$ cat src/rtl/pwb_pkg.sv
package pwb_pkg;
  typedef enum logic [1:0] {
    CMD_IDLE = 2'd0,
    CMD_RD   = 2'd1,
    CMD_WR   = 2'd2
  } cmd_e;
endpackage

$ cat src/rtl/pwb_hold.sv
module pwb_hold #(
  parameter int ADDR_W = 8,
  parameter int DATA_W = 32,
  parameter int MASK_W = 4
) (
  input  logic              clk_i,
  input  logic              rst_ni,
  input  logic              wr_i,
  input  logic [ADDR_W-1:0] addr_i,
  input  logic [DATA_W-1:0] wdata_i,
  input  logic [MASK_W-1:0] wmask_i,
  output logic              valid_o,
  output logic [ADDR_W-1:0] addr_o,
  output logic [DATA_W-1:0] data_o,
  output logic [MASK_W-1:0] mask_o,
  output logic              commit_o
);
  logic              valid_q;
  logic [ADDR_W-1:0] addr_q;
  logic [DATA_W-1:0] data_q;
  logic [MASK_W-1:0] mask_q;

  always_ff @(posedge clk_i or negedge rst_ni) begin
    if (!rst_ni) begin
      valid_q <= 1'b0;
      addr_q  <= '0;
      data_q  <= '0;
      mask_q  <= '0;
    end else if (wr_i) begin
      valid_q <= 1'b1;
      addr_q  <= addr_i;
      data_q  <= wdata_i;
      mask_q  <= wmask_i;
    end
  end

  // old entry leaves as the new one lands
  assign commit_o = wr_i & valid_q;
  assign valid_o  = valid_q;
  assign addr_o   = addr_q;
  assign data_o   = data_q;
  assign mask_o   = mask_q;

  assert_capture_R2: assert property (@(posedge clk_i) disable iff (!rst_ni)
    wr_i |=> valid_q && addr_q == $past(addr_i) && data_q == $past(wdata_i)
             && mask_q == $past(wmask_i));

  assert_hold_stable_R4: assert property (@(posedge clk_i) disable iff (!rst_ni)
    (valid_q && !wr_i) |=> valid_q && $stable(addr_q) && $stable(data_q) && $stable(mask_q));
endmodule

$ cat src/rtl/pwb_fwd.sv
module pwb_fwd #(
  parameter int ADDR_W = 8,
  parameter int DATA_W = 32,
  parameter int LANE_W = 8,
  localparam int MASK_W = DATA_W / LANE_W
) (
  input  logic              clk_i,
  input  logic              rst_ni,
  input  logic              rd_i,
  input  logic [ADDR_W-1:0] addr_i,
  input  logic              hold_valid_i,
  input  logic [ADDR_W-1:0] hold_addr_i,
  input  logic [DATA_W-1:0] hold_data_i,
  input  logic [MASK_W-1:0] hold_mask_i,
  input  logic [DATA_W-1:0] arr_rdata_i,
  output logic              rvalid_o,
  output logic [DATA_W-1:0] rdata_o
);
  logic              rvalid_q;
  logic              hit_q;
  logic [DATA_W-1:0] snap_data_q;
  logic [MASK_W-1:0] snap_mask_q;
  logic              hit_d;

  assign hit_d = rd_i & hold_valid_i & (hold_addr_i == addr_i);

  // snapshot the held entry at read time; array answers one cycle later
  always_ff @(posedge clk_i or negedge rst_ni) begin
    if (!rst_ni) begin
      rvalid_q    <= 1'b0;
      hit_q       <= 1'b0;
      snap_data_q <= '0;
      snap_mask_q <= '0;
    end else begin
      rvalid_q <= rd_i;
      hit_q    <= hit_d;
      if (hit_d) begin
        snap_data_q <= hold_data_i;
        snap_mask_q <= hold_mask_i;
      end
    end
  end

  for (genvar l = 0; l < MASK_W; l++) begin : g_lane
    assign rdata_o[l*LANE_W +: LANE_W] = (hit_q && snap_mask_q[l])
                                       ? snap_data_q[l*LANE_W +: LANE_W]
                                       : arr_rdata_i[l*LANE_W +: LANE_W];
  end

  assign rvalid_o = rvalid_q;

  assert_rvalid_after_rd_R5: assert property (@(posedge clk_i) disable iff (!rst_ni)
    rd_i |=> rvalid_o);

  assert_no_spurious_rvalid_R5: assert property (@(posedge clk_i) disable iff (!rst_ni)
    !rd_i |=> !rvalid_o);

  assert_miss_from_array_R7: assert property (@(posedge clk_i) disable iff (!rst_ni)
    (rd_i && !hold_valid_i) |=> rdata_o == arr_rdata_i);
endmodule

$ cat src/rtl/pwb_turn.sv
module pwb_turn
  import pwb_pkg::*;
#(
  parameter int MIN_GAP = 2,
  localparam int CW = $clog2(MIN_GAP + 1)
) (
  input  logic clk_i,
  input  logic rst_ni,
  input  logic rd_i,
  input  logic wr_i,
  output logic err_o
);
  cmd_e          cmd;
  logic          seen_q;
  logic [CW-1:0] gap_q;
  logic          err_q;
  logic          short_gap;

  always_comb begin
    if (rd_i)      cmd = CMD_RD;
    else if (wr_i) cmd = CMD_WR;
    else           cmd = CMD_IDLE;
  end

  assign short_gap = seen_q && (gap_q < CW'(MIN_GAP));

  always_ff @(posedge clk_i or negedge rst_ni) begin
    if (!rst_ni) begin
      seen_q <= 1'b0;
      gap_q  <= '0;
      err_q  <= 1'b0;
    end else begin
      err_q <= 1'b0;
      unique case (cmd)
        CMD_RD: begin
          seen_q <= 1'b1;
          gap_q  <= '0;
        end
        CMD_WR: begin
          seen_q <= 1'b0;
          err_q  <= short_gap;
        end
        default: if (short_gap) gap_q <= gap_q + 1'b1;
      endcase
    end
  end

  assign err_o = err_q;

  assert_back_to_back_R8: assert property (@(posedge clk_i) disable iff (!rst_ni)
    ($past(rd_i) && wr_i) |=> err_o);

  assert_err_follows_wr_R8: assert property (@(posedge clk_i) disable iff (!rst_ni)
    err_o |-> $past(wr_i));
endmodule

$ cat src/rtl/posted_write_buf.sv
module posted_write_buf #(
  parameter int ADDR_W  = 8,
  parameter int WORD_W  = 16,
  parameter int LANE_W  = 8,
  parameter int BEATS   = 2,
  parameter int MIN_GAP = 2,
  localparam int DATA_W = BEATS * WORD_W,
  localparam int MASK_W = DATA_W / LANE_W
) (
  input  logic              clk_i,
  input  logic              rst_ni,
  input  logic              wr_i,
  input  logic              rd_i,
  input  logic [ADDR_W-1:0] addr_i,
  input  logic [DATA_W-1:0] wdata_i,
  input  logic [MASK_W-1:0] wmask_i,
  output logic              arr_we_o,
  output logic [ADDR_W-1:0] arr_waddr_o,
  output logic [DATA_W-1:0] arr_wdata_o,
  output logic [MASK_W-1:0] arr_wmask_o,
  output logic [ADDR_W-1:0] arr_raddr_o,
  input  logic [DATA_W-1:0] arr_rdata_i,
  output logic              rvalid_o,
  output logic [DATA_W-1:0] rdata_o,
  output logic              turn_err_o
);
  logic              hold_valid;
  logic [ADDR_W-1:0] hold_addr;
  logic [DATA_W-1:0] hold_data;
  logic [MASK_W-1:0] hold_mask;
  logic              commit;

  pwb_hold #(.ADDR_W(ADDR_W), .DATA_W(DATA_W), .MASK_W(MASK_W)) u_hold (
    .clk_i    (clk_i),
    .rst_ni   (rst_ni),
    .wr_i     (wr_i),
    .addr_i   (addr_i),
    .wdata_i  (wdata_i),
    .wmask_i  (wmask_i),
    .valid_o  (hold_valid),
    .addr_o   (hold_addr),
    .data_o   (hold_data),
    .mask_o   (hold_mask),
    .commit_o (commit)
  );

  pwb_fwd #(.ADDR_W(ADDR_W), .DATA_W(DATA_W), .LANE_W(LANE_W)) u_fwd (
    .clk_i        (clk_i),
    .rst_ni       (rst_ni),
    .rd_i         (rd_i),
    .addr_i       (addr_i),
    .hold_valid_i (hold_valid),
    .hold_addr_i  (hold_addr),
    .hold_data_i  (hold_data),
    .hold_mask_i  (hold_mask),
    .arr_rdata_i  (arr_rdata_i),
    .rvalid_o     (rvalid_o),
    .rdata_o      (rdata_o)
  );

  pwb_turn #(.MIN_GAP(MIN_GAP)) u_turn (
    .clk_i  (clk_i),
    .rst_ni (rst_ni),
    .rd_i   (rd_i),
    .wr_i   (wr_i),
    .err_o  (turn_err_o)
  );

  assign arr_we_o    = commit;
  assign arr_waddr_o = hold_addr;
  assign arr_wdata_o = hold_data;
  assign arr_wmask_o = hold_mask;
  assign arr_raddr_o = addr_i;

  assert_commit_in_wr_R3: assert property (@(posedge clk_i) disable iff (!rst_ni)
    arr_we_o |-> wr_i);

  assert_commit_prev_addr_R3: assert property (@(posedge clk_i) disable iff (!rst_ni)
    ($past(wr_i) && wr_i) |-> arr_we_o && arr_waddr_o == $past(addr_i));
endmodule

$ cat config.mk
export PLATFORM = sky130hd
export DESIGN_NAME = posted_write_buf
export DESIGN_NICKNAME = d
export VERILOG_FILES = /design/src/rtl/pwb_pkg.sv /design/src/rtl/pwb_hold.sv /design/src/rtl/pwb_fwd.sv /design/src/rtl/pwb_turn.sv /design/src/rtl/posted_write_buf.sv
export SDC_FILE = /design/constraint.sdc
export NUM_CORES = 1
export LEC_CHECK = 0
export BUFFER_PORTS_ARGS = -buffer_cell sky130_fd_sc_hd__clkbuf_2
export CORE_MARGIN = 1.5
export CORE_UTILIZATION = 30
export CTS_CLUSTER_SIZE = 40
export DETAILED_ROUTE_END_ITERATION = 10
export GPL_TIMING_DRIVEN = 1
export PLACE_DENSITY = 0.66
export SLEW_MARGIN = 20
export SYNTH_ARGS = -nofsm -noshare
export SYNTH_HDL_FRONTEND = slang
export SYNTH_SLANG_ARGS = --single-unit
export TNS_END_PERCENT = 100
$ cat constraint.sdc
create_clock -name clk_i -period 3.5 [get_ports clk_i]
set_input_delay 0 -clock clk_i [delete_from_list [all_inputs] [get_ports clk_i]]
set_output_delay 0 -clock clk_i [all_outputs]
set_load 0.01 [all_outputs]
==> results of run 1 <==
[area by class of cell]
class	instances	area share [%]
clock buffer	11	4.368
clock inverter	5	1.036
inverter	1	0.06755
multi-input combinational	139	27.88
sequential	87	39.18
tap	172	3.873
timing repair buffer	214	23.60
[cells in the final DEF, fill, tap and decap left out, types with 2 or more instances in the layout]
cell and instances:
clkbuf_2 164, dfrtp_1 87, mux2_2 82, dlygate4sd3_1 46, mux2_4 30, clkbuf_16 9
xnor2_1 8, nand2_1 5, clkinvlp_4 3, buf_4 3, nand3_1 2
[routing by layer]
layer	up-vias	track usage (%)	part of all wire (%)
met5	-	0	0
met4	0	3.936	1.1
met3	8	3.944	5.6
met2	94	23.82	52
met1	1344	15.17	42
li1	1282	-	-
[worst reg2reg max path, stage by stage (launching register included)]
cell,delay (ps)
dfrtp_1,400
xnor2_1,150
nand3_1,120
or3_4,680
mux2_4,410
[path summary, 6_finish.rpt]
| path | start | to | slack (ps) |
|---|---|---|---|
| min in group clk_i | arr_rdata_i[12] | rdata_o[12] | 320 |
| min | rst_ni | u_fwd.snap_data_q[19]$_DFFE_PN0P_ | 300 |
| max reg2reg | u_hold.addr_o[3]$_DFFE_PN0P_ | u_fwd.snap_data_q[14]$_DFFE_PN0P_ | 1620 |
| max | u_hold.addr_o[3]$_DFFE_PN0P_ | u_fwd.snap_data_q[14]$_DFFE_PN0P_ | 1620 |
| max in group asynchronous | rst_ni | u_fwd.snap_data_q[14]$_DFFE_PN0P_ | 2330 |
| min reg2reg | u_turn.gap_q[1]$_DFFE_PN0P_ | u_turn.err_o$_DFF_PN0_ | 500 |
[power by group through the flow]
stage	Sequential [µW]	Clock (µW)	Combinational, µW
2_1_floorplan	1210	0	187
3_3_place_gp	1200	0	360
3_5_place_dp	1200	0	368
4_1_cts	1180	989	409
5_1_grt	1200	1020	443
6_report	1180	952	404
[through the flow]
step / area [µm²] / total power, µW
2_1_floorplan: 3879 / 1392
3_3_place_gp: 4790 / 1556
3_5_place_dp: 4792 / 1569
4_1_cts: 5553 / 2582
5_1_grt: 5557 / 2663
6_report: 5557 / 2538
[flip-flops by register name, indices dropped and copies added, names as in the netlist]
name / count
u_fwd.snap_data_q: 32
u_hold.data_o: 32
u_hold.addr_o: 8
u_fwd.snap_mask_q: 4
u_hold.mask_o: 4
u_turn.gap_q: 2
u_fwd.hit_q: 1
u_fwd.rvalid_o: 1
u_hold.valid_o: 1
u_turn.err_o: 1
u_turn.seen_q: 1
[kinds of logic after synthesis]
family | synth area share (%)
AOI/OAI and AO/OA | 0.4192
xor gates and xnor gates | 1.807
buffers and inverters | 4.064
DFF | 56.13
muxes | 35.42
and+or+nand+nor | 2.162
==> impl_results.md, run 1 <==
- RSZ-0062 raised after global routing: false
- Post-cts sizing count: 0
- Most frequent cell after synthesis: dfrtp_1
- Layout Nets: 532
- Worst EP arrival: 2090 ps
- Core area: 12620 µm²
- Row count: 41
- DRC Markers: 0
- Clk pwr share: 37.5%
- Setup TNS: 0 ps
- Final hold vios: 0
- Startpoint Class: flop
- Total vias in the final route: 2728
- CP max-delay cell: or3_4
- DP Worst Slack: 1222 ps
- Average wire per standard cell: 14.08 µm
- Initial DRC Count: 39
- CTS root buf: clkbuf_16
- Number of enable flip-flop cells after synthesis: 0
- TritonRoute pass-1 iters: 3
- Final GP Congestion: 0.6667
- NetSw: 613.3 µW
- Die Ht: 116.7 µm
- Die area: 13620 µm²
- Syn_nets: 324
- CTS Buf Count: 9
- Max Freq: 0.5332 GHz
- Hold slack final: 300.1 ps
- Switching Share: 24.16%
- Nature of the critical path endpoint: flop
- Commonest cells in the netlist: dfrtp_1 (87), mux2_2 (82), mux2_4 (30)
- Post-DRT Antenna Nets: 0
- Yosys top cell by area: dfrtp_1
- Async set-reset flop share out of synthesis: 100.0%
- Vias in the first global route: 2803
- Synth-to-Final Area Change: 43.26%
- Number of antenna violations at the first check in global routing: 0
- Post-route core utilization: 44.03%
- VDD IR-drop max: 328.0 µV
- Synth area leaders: dfrtp_1 (56%), mux2_2 (24%), mux2_4 (12%), xnor2_1 (1.8%), buf_12 (1.5%)
- Register Area: 2177 µm²
- Vias/cell: 4.337
- Final Cycle Share: 53.59%
- Worst path bufs/invs: 0
- Slew @ Worst Pin: 809.4 ps
- Antenna cells: 0
- First-pass GRT wire length: 13.75 mm
- Final setup skew: 3.013 ps
- Critical Path Fanout Max: 36
- Pint: 1925 µW
- Max_slew headroom: 46.04%
- Non-Filler Instances: 629
- CP max stage delay: 680 ps
- Area of the multi-input gates: 1549 µm²
- Syn Inst Count: 244
- # port buffers: 166
- Fin worst setup slack: 1624 ps
- Crit Path Category: reg -> reg
- Global route total overflow: 0
- Max-capacitance violation count: 0
- Clk_lat worst skew: 330 ps
- Worst-path cell chain: xnor2_1 > nand3_1 > or3_4 > mux2_4
- Initial Util: 30.74%
- Share of layout cells above drive strength 1: 64.99%
- Crit path max-delay family: simple AND/OR/NAND/NOR gates
- Post-Syn Area per Cell: 15.90 µm²
- H-tree levels: 3
- Top cell type's share of synthesized area: 56.13%
- CTS max path bufs: 2
- Fillers: 1164
- Status: finished, final reports clean
- Synth Flop Type: dfrtp_1
- Ys Warns: 0
- Final setup vio count: 0
- Die width: 116.7 µm
- Seq pwr share: 46.6%
- Worst r2r path cells: 4
- DP HPWL: 5.940 mm
- Post-synth cell types: 23
- CTS Hold Bufs: 46
- Critical path required time: 3710 ps
- Post-synthesis sequential area ratio: 56.13%
- Post-Syn Area: 3879 µm²
- Power Dens Cells: 456.8 nW/µm²
- #FFs+latches synth: 87
- Routed wire length: 8.854 mm
- Largest net degree at the start of global routing: 64
- Post-CTS Setup Inserts: 0
- Clock Sinks: 87
- Pleak: 0.002808 µW
- CTS tree: built
- All-Layer GR Usage: 13.23%
- Placed Cells: 567
- Worst Hold Class: in -> async
- Minimum clock period: 1876 ps
- Pins Over Slew Limit: 0
- Register clock-pin slew on the reported worst setup and hold paths: 60 ps
- Combinational Power Share: 15.9%
- Stages on worst setup path: 4
- # IOs: 167
Power figures use the tool's default switching activity.
==> run 2, diff against run 1 <==
--- a/config.mk
+++ b/config.mk
@@ -5,13 +5,14 @@
 export SDC_FILE = /design/constraint.sdc
 export NUM_CORES = 1
 export LEC_CHECK = 0
+export ABC_AREA = 1
 export BUFFER_PORTS_ARGS = -buffer_cell sky130_fd_sc_hd__clkbuf_2
 export CORE_MARGIN = 1.5
 export CORE_UTILIZATION = 30
 export CTS_CLUSTER_SIZE = 40
 export DETAILED_ROUTE_END_ITERATION = 10
 export GPL_TIMING_DRIVEN = 1
-export PLACE_DENSITY = 0.66
+export PLACE_DENSITY = 0.67
 export SLEW_MARGIN = 20
 export SYNTH_ARGS = -nofsm -noshare
 export SYNTH_HDL_FRONTEND = slang
==> constraint.sdc (replaced) <==
create_clock -name clk_i -period 1.65 [get_ports clk_i]
set_input_delay 0 -clock clk_i [delete_from_list [all_inputs] [get_ports clk_i]]
set_output_delay 0 -clock clk_i [all_outputs]
set_load 0.01 [all_outputs]
==> run 2 against run 1 <==
Net effect:
- utilization increased by 0.13 points
- area after synthesis increased by 3.8%
- register-to-register slack got worse by 1400 ps
- cell count increased by 34%
- clock power increased by 120%
- wire length increased by 25%
- clock-buffer cell count increased by 1
- largest power group unchanged
==> impl_results.md, run 2 <==
- Combinational Power Share: 15.6%
- CTS tree: built
- DRC Markers: 0
- All-Layer GR Usage: 16.08%
- Hold wc startpoint: wr_i
- Non-Filler Instances: 846
- Vias in the first global route: 3646
- Max_slew headroom: 67.34%
- Final instance area: 5826 µm²
- CTS root buf: clkbuf_16
- Share of layout cells above drive strength 1: 30.75%
- Final GP Congestion: 0.7669
- Largest net degree at the start of global routing: 38
- Average wire per standard cell: 13.13 µm
- Startpoint Class: flop
- Die width: 118.8 µm
- Register Area: 2177 µm²
- NetSw: 1408 µW
- Placed Cells: 778
- FF-to-FF Start: u_hold.addr_o[2]$_DFFE_PN0P_
- Setup TNS: 0 ps
- Async set-reset flop share out of synthesis: 100.0%
- Initial DRC Count: 235
- H-tree levels: 3
- Clk pwr share: 39.2%
- DP Worst Slack: 100.0 ps
- Nature of the critical path endpoint: output port
- Crit. Startpoint: u_fwd.hit_q$_DFF_PN0_
- #FFs+latches synth: 87
- Most common library cell in the layout ignoring fill and taps: nand2_1
- TritonRoute pass-1 iters: 4
- Post-DRT Antenna Nets: 0
- Post-Syn Area: 4025 µm²
- Max Freq: 0.6321 GHz
- Final setup skew: 7.026 ps
- CTS max path bufs: 2
- Row count: 42
- Number of antenna violations at the first check in global routing: 0
- Critical Path Fanout Max: 8
- Antenna cells: 0
- Fillers: 1292
- Syn Inst Count: 454
- Layout Nets: 745
- DP HPWL: 7.522 mm
- # IOs: 167
- Ys Warns: 0
- Initial Util: 30.52%
- Crit Path Category: reg -> out
- Slew @ Worst Pin: 489.2 ps
- First-pass GRT wire length: 17.83 mm
- RSZ-0062 raised after global routing: true
- Routed wire length: 11.11 mm
- VDD IR-drop max: 483.4 µV
- Yosys top cell by area: dfrtp_1
- Minimum clock period: 1582 ps
- Worst EP arrival: 1580 ps
- CTS Buf Count: 9
- Post-Syn Area per Cell: 8.866 µm²
- Synth Flop Type: dfrtp_1
- Final hold vios: 0
- Die area: 14120 µm²
- Switching Share: 25.86%
- Synth-to-Final Area Change: 44.73%
- Post-synth cell types: 23
- Synth area leaders: dfrtp_1 (54%), nand2_1 (21%), mux2_1 (9.0%), nand3_1 (4.6%), inv_1 (1.8%)
- Area post-placement: 4969 µm²
- Status: finished, final reports clean
- Final Cycle Share: 95.89%
- Worst Hold Class: in -> reg
- Number of enable flip-flop cells after synthesis: 0
- Register clock-pin slew on the reported worst setup and hold paths: 60 ps
- Core area: 13190 µm²
- Top cell type's share of synthesized area: 54.09%
- Most frequent cell after synthesis: nand2_1
- Pins Over Slew Limit: 0
- Power Dens Cells: 934.3 nW/µm²
- Die Ht: 118.8 µm
- Final setup vio count: 0
- Most frequent cells in the layout: nand2_1 (222), clkbuf_2 (165), dfrtp_1 (87), dlygate4sd3_1 (49), nand3_1 (37)
- Post-synthesis sequential area ratio: 54.09%
- Syn_nets: 534
- Clk_lat worst skew: 340 ps
- Commonest cells in the netlist: nand2_1 (223), dfrtp_1 (87), nand3_1 (37)
- Max-capacitance violation count: 0
- Global route total overflow: 0
- Pint: 4035 µW
- Pleak: 0.003254 µW
- Total vias in the final route: 3705
- Hold slack final: 29.22 ps
- # port buffers: 166
- Clock Sinks: 87
- Critical path required time: 1650 ps
- Fin worst setup slack: 67.86 ps
- Vias/cell: 4.379
- Seq pwr share: 45.2%
- Area of the multi-input gates: 1563 µm²
## run 2: changes by cell type after synthesis, moves of 3 or more
cell	before	now
buf_1	0	3
buf_12	3	0
buf_6	1	6
inv_1	1	19
inv_2	0	5
mux2_1	0	32
mux2_2	82	0
mux2_4	30	0
nand2_1	5	223
nand3_1	2	37
o21ai_0	1	10
xnor2_1	8	0
## run 2: metal layers
layer | GRT usage, % | up-vias | share of wire, %
li1 | - | 1848 | -
met4 | 8.810 | 0 | 3.3
met1 | 19.48 | 1712 | 43
met5 | 0 | - | 0
met2 | 26.78 | 120 | 49
met3 | 3.400 | 25 | 4.5
## run 2: kinds of logic after synthesis
family | after synthesis | share of synthesized area (%)
mux | 32 | 8.953
simple gates | 273 | 27.91
compound gates | 10 | 1.243
xor+xnor | 1 | 0.2176
buf+inv | 51 | 7.585
flops | 87 | 54.09
## run 2: layout make-up
class / count / area share [%]
Clock buffer: 12 / 4.059
Clock inverter: 4 / 1.203
Inverter: 24 / 1.546
Multi-Input combinational cell: 317 / 26.83
Sequential cell: 87 / 37.37
Tap cell: 176 / 3.780
Timing Repair Buffer: 226 / 25.21
## run 2: path summary, 6_finish.rpt
| kind | endpoint | slack, ps | depth (start not counted) |
|---|---|---|---|
| max | rdata_o[17] | 70 | 3 |
| max reg2reg | u_fwd.snap_data_q[18]$_DFFE_PN0P_ | 180 | 8 |
| min in group asynchronous | u_hold.data_o[2]$_DFFE_PN0P_ | 130 | 2 |
| min reg2reg | u_fwd.snap_data_q[8]$_DFFE_PN0P_ | 460 | 2 |
| max in group asynchronous | u_hold.data_o[25]$_DFFE_PN0P_ | 860 | 3 |
| min | u_hold.valid_o$_DFFE_PN0P_ | 30 | 2 |
## run 2: what timing repair did
item / in CTS / in global routing
hold buffers: 49 / 0
endpoints found under the setup margin: 3 / 50
gates resized for setup: 1 / 1
hold endpoints to repair: 109 / 0
pin swaps: 0 / 2
cloned: 0 / 1
setup buffers: 0 / 2
## run 2: worst max-delay path, cell delays in order, from the launching register on
cell	delay (ps)
dfrtp_1	420
nand2_1	320
mux2_1	370
clkbuf_2	130
## run 2: power by group through the flow
stage | Combinational, µW | Clock, µW | Sequential [µW]
final | 849 | 2130 | 2460
after floorplan | 361 | 0 | 2510
after detailed placement | 755 | 0 | 2500
after global placement | 740 | 0 | 2500
after global routing | 952 | 2300 | 2490
after CTS | 848 | 2200 | 2460
## run 2: through the flow
| stage | power [µW] | util (%) |
|---|---|---|
| global route | 5741 | 44.17 |
| CTS | 5509 | 43.73 |
| detailed placement | 3257 | 37.67 |
| floorplan | 2868 | - |
| global placement | 3242 | 37.67 |
| finish | 5443 | 44.17 |
